**src/rtl/rip_alu_pkg.sv**
```systemverilog
package rip_alu_pkg;

  typedef enum logic [1:0] {
    OP_AND  = 2'b00,
    OP_OR   = 2'b01,
    OP_SUM  = 2'b10,
    OP_LESS = 2'b11
  } alu_op_e;

  // one-bit full adder: returns {carry, sum}
  function automatic logic [1:0] bit_add(input logic x, input logic y, input logic c);
    logic s, co;
    s  = x ^ y ^ c;
    co = (x & y) | (x & c) | (y & c);
    return {co, s};
  endfunction

endpackage

```
**src/rtl/rip_alu_slice.sv**
```systemverilog
module rip_alu_slice
  import rip_alu_pkg::*;
(
  input  logic    a_in,
  input  logic    b_in,
  input  logic    inv_a,
  input  logic    neg_b,
  input  alu_op_e op,
  input  logic    cin,
  input  logic    less,
  output logic    res,
  output logic    sum,
  output logic    cout
);

  logic a_eff;
  logic b_eff;

  assign a_eff = inv_a ? ~a_in : a_in;
  assign b_eff = neg_b ? ~b_in : b_in;
  assign {cout, sum} = bit_add(a_eff, b_eff, cin);

  always_comb begin
    unique case (op)
      OP_AND:  res = a_eff & b_eff;
      OP_OR:   res = a_eff | b_eff;
      OP_SUM:  res = sum;
      default: res = less;
    endcase
  end

  // an OR result of 0 requires both conditioned inputs low
  always_comb begin
    if (op == OP_OR && !res) begin
      p_or_low_r3: assert (!a_in == !inv_a && !b_in == !neg_b);
    end
  end

endmodule

```
**src/rtl/rip_alu_zero.sv**
```systemverilog
module rip_alu_zero #(
  parameter int WIDTH = 32
) (
  input  logic [WIDTH-1:0] vec,
  output logic             all_clear
);

  localparam int HALF = WIDTH / 2;

  logic lo_any;
  logic hi_any;

  generate
    if (WIDTH > 1) begin : g_split
      assign lo_any = |vec[HALF-1:0];
      assign hi_any = |vec[WIDTH-1:HALF];
    end else begin : g_single
      assign lo_any = vec[0];
      assign hi_any = 1'b0;
    end
  endgenerate

  assign all_clear = ~(lo_any | hi_any);

endmodule

```
**src/rtl/rip_alu.sv**
```systemverilog
module rip_alu
  import rip_alu_pkg::*;
#(
  parameter int WIDTH = 32
) (
  input  logic [WIDTH-1:0] opa,
  input  logic [WIDTH-1:0] opb,
  input  logic [3:0]       ctrl,
  output logic [WIDTH-1:0] result,
  output logic             is_zero
);

  localparam int MSB = WIDTH - 1;

  logic    inv_a;
  logic    neg_b;
  alu_op_e op;
  logic    set_w;          // sign of the full-width sum, fed back to bit 0
  logic [WIDTH-1:0] sum_vec;

  assign inv_a = ctrl[3];
  assign neg_b = ctrl[2];
  assign op    = alu_op_e'(ctrl[1:0]);

  generate
    for (genvar i = 0; i < WIDTH; i++) begin : g_bit
      logic c_in_w;
      logic less_w;
      logic res_w;
      logic sum_w;
      logic c_out_w;

      if (i == 0) begin : g_lsb
        assign c_in_w = neg_b;
        assign less_w = set_w;
      end else begin : g_up
        assign c_in_w = g_bit[i-1].c_out_w;
        assign less_w = 1'b0;
      end

      rip_alu_slice u_slice (
        .a_in  (opa[i]),
        .b_in  (opb[i]),
        .inv_a (inv_a),
        .neg_b (neg_b),
        .op    (op),
        .cin   (c_in_w),
        .less  (less_w),
        .res   (res_w),
        .sum   (sum_w),
        .cout  (c_out_w)
      );

      assign result[i]  = res_w;
      assign sum_vec[i] = sum_w;
    end
  endgenerate

  assign set_w = sum_vec[MSB];

  rip_alu_zero #(.WIDTH(WIDTH)) u_zero (
    .vec       (result),
    .all_clear (is_zero)
  );

  // word-level arithmetic restated for the checks below
  logic [WIDTH-1:0] chk_a;
  logic [WIDTH-1:0] chk_b;
  logic [WIDTH-1:0] chk_sum;
  logic [WIDTH-1:0] chk_diff;

  always_comb begin
    chk_a    = inv_a ? ~opa : opa;
    chk_b    = neg_b ? ~opb : opb;
    chk_sum  = chk_a + chk_b + {{MSB{1'b0}}, neg_b};
    chk_diff = opa - opb;

    if (op == OP_AND) begin
      p_and_word_r2: assert (result == (chk_a & chk_b));
    end
    if (op == OP_SUM) begin
      p_ripple_sum_r4: assert (result == chk_sum);
    end
    if (op == OP_LESS) begin
      p_less_upper_r5: assert (result[MSB:1] == '0 && result[0] == chk_sum[MSB]);
    end
    if (ctrl == 4'b0111) begin
      p_slt_sign_r7: assert (result[0] == chk_diff[MSB]);
    end
    p_zero_flag_r6: assert (is_zero == (result == '0));
  end

endmodule

```
**config.mk**
```make
export PLATFORM = sky130hd
export DESIGN_NAME = rip_alu
export DESIGN_NICKNAME = d
export VERILOG_FILES = /design/src/rtl/rip_alu_pkg.sv /design/src/rtl/rip_alu_slice.sv /design/src/rtl/rip_alu_zero.sv /design/src/rtl/rip_alu.sv
export SDC_FILE = /design/constraint.sdc
export NUM_CORES = 1
export LEC_CHECK = 0
export ABC_AREA = 1
export BUFFER_PORTS_ARGS = -buffer_cell sky130_fd_sc_hd__buf_2
export CAP_MARGIN = 10
export CORE_ASPECT_RATIO = 1.2
export CORE_UTILIZATION = 40
export DETAILED_ROUTE_END_ITERATION = 10
export GPL_TIMING_DRIVEN = 1
export PLACE_DENSITY_LB_ADDON = 0.3
export SKIP_LAST_GASP = 1
export SLEW_MARGIN = 10
export SYNTH_ARGS = -nofsm -noshare
export SYNTH_HDL_FRONTEND = slang
export SYNTH_SLANG_ARGS = --single-unit
```
**constraint.sdc**
```tcl
create_clock -name vclk -period 18.8
set_input_delay 2.82 -clock vclk [all_inputs]
set_output_delay 2.82 -clock vclk [all_outputs]
set_load 0.02 [all_outputs]
```
==> out/qor.csv, run 1 <==
metric;value;unit
outcome;finished clean;
grt_usage;16.8;%
syn-num-nets;675;
synth_area;0.00361;mm²
path_buf_inv;6;
coreArea;0.00866;mm²
grt_max_degree;29;
vias;2917;
cp_top_family;adder cells;
route.detailed.drc;0;
yosysSeqAreaShare;0;%
hold_viol_final;0;
path_class;input port to output port;
synth_cells;513;
drv_slew;0;
fp.dieH;106;µm
drt-total-wl;7680;µm
finalCritPeriodShare;96.9;%
area_growth;9.39;%
synth_top_area_share;22.2;%
avgSynthCellArea;7.04;µm²
crit_start;ctrl[3];
ys.warnings.count;0;
cpMaxStageDelayCell;fa_1;
crit_path_start_kind;input port;
cpMostUsedCell;fa_1;
drtAntennaViolNets;0;
combPwrFrac;100.0;%
drtIter0Drc;34;
drive_above_1_share;23.2;%
vias_per_cell;4.25;
switching_share;61.9;%
dr.pass1.iters;4;
clkbuf_count;0;
dieArea;0.00941;mm²
vdd_drop_max;17.1;µV
antenna_found_initial;0;
grt_pass1_vias;2812;
yosysTopAreaCell;ha_1;
synthTopCellsByArea;ha_1, fa_1, xnor2_1, inv_1, nand2_1;
cts_setup_buffers;0;
portBuffers;101;
tightest_slew;0.701;ns
multi_input_area;0.00276;mm²
wire_per_inst;11.2;µm
worstPathArrival;15.39;ns
nFillCells;920;
rows;37;
grt_overflow_total;0;
io_pins;101;
internal_power;0.0580;mW
synthDistinctLibCells;21;
die_w;88.7;µm
hold_path.class;input port to output port;
seq_cells;0;
p_leak;2.32;nW
place_area;0.00394;mm²
finalInstanceArea;0.00395;mm²
seqPwrFrac;0;%
power_frac_clock;0;%
max_clock_freq;0.0549;GHz
place_congestion;0.822;
rsz0062_at_grt;false;
layout_min_cycle_time;18.21;ns
hold_buffers;0;
regArea;0;µm²
finalSetupTns;0;ns
required;15.98;ns
path_max_fanout;5;
grt_pass1_wl;12700;µm
slew_headroom;53.2;%
crit_cells;45;
max_stage_delay;0.41;ns
nets;733;
n_antenna_cell;0;
endpoint_kind;output port;
dp_hpwl;6640;µm
crit_path_end;is_zero;
drv_cap;0;
netSwitchingPower;0.0941;mW
finalSetupViolations;0;
powerDensity;38.5;mW/mm²
initial_core_util;41.7;%
## what timing repair did
action	4_1_cts	5_1_grt
resized for setup	0	5
hold endpoints to repair	0	0
endpoints found under the setup margin	0	1
## final cells by class
class,count,share of cell area [%]
timing repair buffer,106,13.8
tap,117,3.71
multi-input combinational,332,69.9
inverter,131,12.6
## through the flow
step | hold WS, ns | power [mW] | setup slack (ns) | std cells | util, %
2_1_floorplan | 6.02 | 0.130 | 0.879 | 513 | -
3_3_place_gp | 6.18 | 0.149 | 0.525 | 686 | 45.5
3_5_place_dp | 6.18 | 0.155 | 0.332 | 686 | 45.5
4_1_cts | 6.18 | 0.155 | 0.311 | 686 | 45.5
5_1_grt | 6.22 | 0.176 | 0.00948 | 686 | 45.6
6_report | 6.18 | 0.152 | 0.592 | 686 | 45.6
## tightest hold or removal path, stage by stage
cell and delay (ns):
buf_2 0.18, nand3_1 0.10, nand3_1 0.09, buf_2 0.17
## how the worst min path moves through the flow
stage,to,cells after the start,startpoint
finish,result[2],4,ctrl[1]
global route,result[2],4,ctrl[1]
CTS,result[2],4,ctrl[1]
detailed placement,result[2],4,ctrl[1]
global placement,result[3],4,ctrl[0]
floorplan,result[3],4,ctrl[0]
## kinds of logic after synthesis
kind of cell / Yosys count / synth area share [%]
XOR/XNOR: 63 / 15.3
AO/OA/AOI/OAI: 1 / 0.139
adder cells (fa/ha/maj): 94 / 38.8
buffers and inverters: 181 / 23.9
AND/OR/NAND/NOR: 174 / 21.9
## power by group through the flow
stage               clock network (mW)  registers (mW)  logic, mW
global placement                     0               0      0.149
floorplan                            0               0      0.130
global route                         0               0      0.176
finish                               0               0      0.152
detailed placement                   0               0      0.155
CTS                                  0               0      0.155
## layer usage
metal / GRT usage, % / part of all wire (%) / vias up
met1: 19.5 / 40 / 1329
met3: 0.155 / 3.6 / 0
met4: 0 / 0 / 0
li1: - / - / 1524
met2: 34.9 / 56 / 64
met5: 0 / 0 / -
## Yosys cell counts
| cell type | n |
|---|---|
| inv_1 | 129 |
| fa_1 | 30 |
| xor2_1 | 2 |
| nand2_2 | 8 |
| nand3_2 | 8 |
| o21ai_0 | 1 |
| nand3b_1 | 4 |
| buf_2 | 10 |
| clkinv_4 | 1 |
| nor2_2 | 2 |
| and2_1 | 1 |
| nand3_1 | 29 |
| ha_1 | 64 |
| nand2_1 | 100 |
| nor2_1 | 21 |
| xnor2_1 | 61 |
| buf_4 | 32 |
| nor2_4 | 1 |
| inv_2 | 1 |
| clkbuf_1 | 2 |
| buf_6 | 6 |
## cells in the final DEF (no fill, tap or decap)
cell type / Yosys / final
and2_1: 1 / 1
buf_2: 10 / 100
buf_4: 32 / 6
clkinv_4: 1 / 1
fa_1: 30 / 27
fa_2: 0 / 3
ha_1: 64 / 64
inv_1: 129 / 129
inv_2: 1 / 1
nand2_1: 100 / 100
nand2_2: 8 / 8
nand3_1: 29 / 29
nand3_2: 8 / 8
nand3b_1: 4 / 4
nor2_1: 21 / 19
nor2_2: 2 / 4
nor2_4: 1 / 1
o21ai_0: 1 / 1
xnor2_1: 61 / 61
xor2_1: 2 / 2
Power figures use the tool's default switching activity.
==> inputs of run 2 (changes only) <==
CORE_ASPECT_RATIO = unset   (was 1.2)
clock period = 20.1 ns   (was 18.8 ns; I/O delays follow)
==> run 2 against run 1 <==
Clock-buffer cell count unchanged. Core utilization decreased by 0.72 points. Non-clock buffer count down 2. Final area fell by 0.86%. Critical endpoint unchanged. Largest power group unchanged. Highest routed layer is now met4.
==> out/qor.csv, run 2 (synthesis gave the netlist of run 1 again) <==
metric;value;unit;change
antenna_found_initial;0;;unchanged
coreArea;0.00872;mm²;+0.74%
route.detailed.drc;0;;unchanged
vias_per_cell;4.27;;+0.45%
seq_cells;0;;unchanged
hold_end;result[16];;
holdPathStages;4;;unchanged
p_total;0.142;mW;-6.4%
hold_slack;6.57;ns;+0.390 ns
cpMaxStageDelayCell;fa_1;;
tightest_slew;0.814;ns;+0.113 ns
drv_slew;0;;unchanged
grt_pass1_wl;13600;µm;+7.6%
max_clock_freq;0.0522;GHz;
hold_start;ctrl[1];;
vias;2883;;-1.2%
crit_path_start_kind;input port;;
final_common_cell;inv_1;;
regArea;0;µm²;unchanged
nets;731;;-0.27%
die_w;97.0;µm;+9.3%
powerDensity;36.4;mW/mm²;-5.6%
finalCoreUtilization;44.9;%;-0.72 points
area_growth;8.46;%;
rsz0062_at_grt;false;;
place_congestion;0.753;;-8.5%
drt-total-wl;7650;µm;-0.39%
initial_core_util;41.4;%;-0.31 points
drtIter0Drc;121;;+260%
drive_above_1_share;22.2;%;-0.98 points
p_leak;2.31;nW;-0.28%
layout_min_cycle_time;19.17;ns;
grt_max_degree;32;;+10%
cts_setup_buffers;0;;unchanged
vdd_drop_max;16.4;µV;-4.1%
grt_pass1_vias;3000;;+6.7%
n_antenna_cell;0;;unchanged
final_cell_mix;inv_1, buf_2, nand2_1;;
path_max_fanout;11;;+6
finalCritPeriodShare;95.4;%;
finalSetupViolations;0;;unchanged
drtAntennaViolNets;0;;unchanged
clkbuf_count;0;;unchanged
hold_path.class;input port to output port;;
finalSetupTns;0;ns;unchanged
endpoint_kind;output port;;
dr.pass1.iters;4;;unchanged
hold_viol_final;0;;unchanged
cpMostUsedCell;fa_1;;
grt_usage;17.3;%;+0.49 points
fp.dieH;97.0;µm;-8.6%
dieArea;0.00941;mm²;about the same
portBuffers;101;;unchanged
slew_headroom;45.6;%;-7.6 points
max_stage_delay;0.50;ns;+0.09 ns
dp_hpwl;6360;µm;-4.3%
drv_cap;0;;unchanged
outcome;finished clean;;
rows;34;;-8.1%
path_class;input port to output port;;
hold_buffers;0;;unchanged
wire_per_inst;11.3;µm;+1.2%
ctsResizeCount;0;;unchanged
required;17.09;ns;+1.11 ns
worstPathArrival;16.15;ns;+0.76 ns
grt_overflow_total;0;;unchanged
io_pins;101;;unchanged
run 2: worst max-delay path by stage:
stage / from / to / slack, ns / cells after the start
after global routing: ctrl[3] / is_zero / 0.32 / 44
final: ctrl[3] / is_zero / 0.93 / 44
after detailed placement: ctrl[3] / is_zero / 0.96 / 45
after floorplan: ctrl[3] / is_zero / 1.79 / 43
after CTS: ctrl[3] / is_zero / 0.91 / 45
after global placement: ctrl[3] / is_zero / 1.24 / 45
run 2: worst max-delay path: cells and delay by family:
kind / cells / cell delay [ns]
and+or+nand+nor: 7 / 0.68
xor gates and xnor gates: 1 / 0.34
adders and majority gates: 30 / 11.40
buffers and inverters: 6 / 0.72
run 2: final cells by class:
cell class                 instances  area, µm²
multi-input combinational        332       2760
tap                              108        135
timing repair buffer             104        528
fill                             905       4810
inverter                         131        497
run 2: where the power goes:
group / switching (mW) / total, mW / leakage (nW) / internal [mW]
Combinational: 0.0881 / 0.142 / 2.31 / 0.0544
Clock: 0 / 0 / 0 / 0
Sequential: 0 / 0 / 0 / 0
run 2: metal layers:
| layer | track usage [%] | vias up | share of wire, % |
|---|---|---|---|
| met5 | 0 | - | 0 |
| met4 | 1.84 | 0 | 1.2 |
| met3 | 2.67 | 6 | 5.8 |
| met2 | 30.6 | 67 | 47 |
| met1 | 22.8 | 1289 | 46 |
| li1 | - | 1521 | - |
run 2: stage by stage:
stage,setup WS (ns),cell area [µm²],cells
global route,0.321,3920,675
floorplan,1.79,3610,513
global placement,1.24,3920,675
finish,0.932,3920,675
CTS,0.914,3920,675
detailed placement,0.956,3920,675
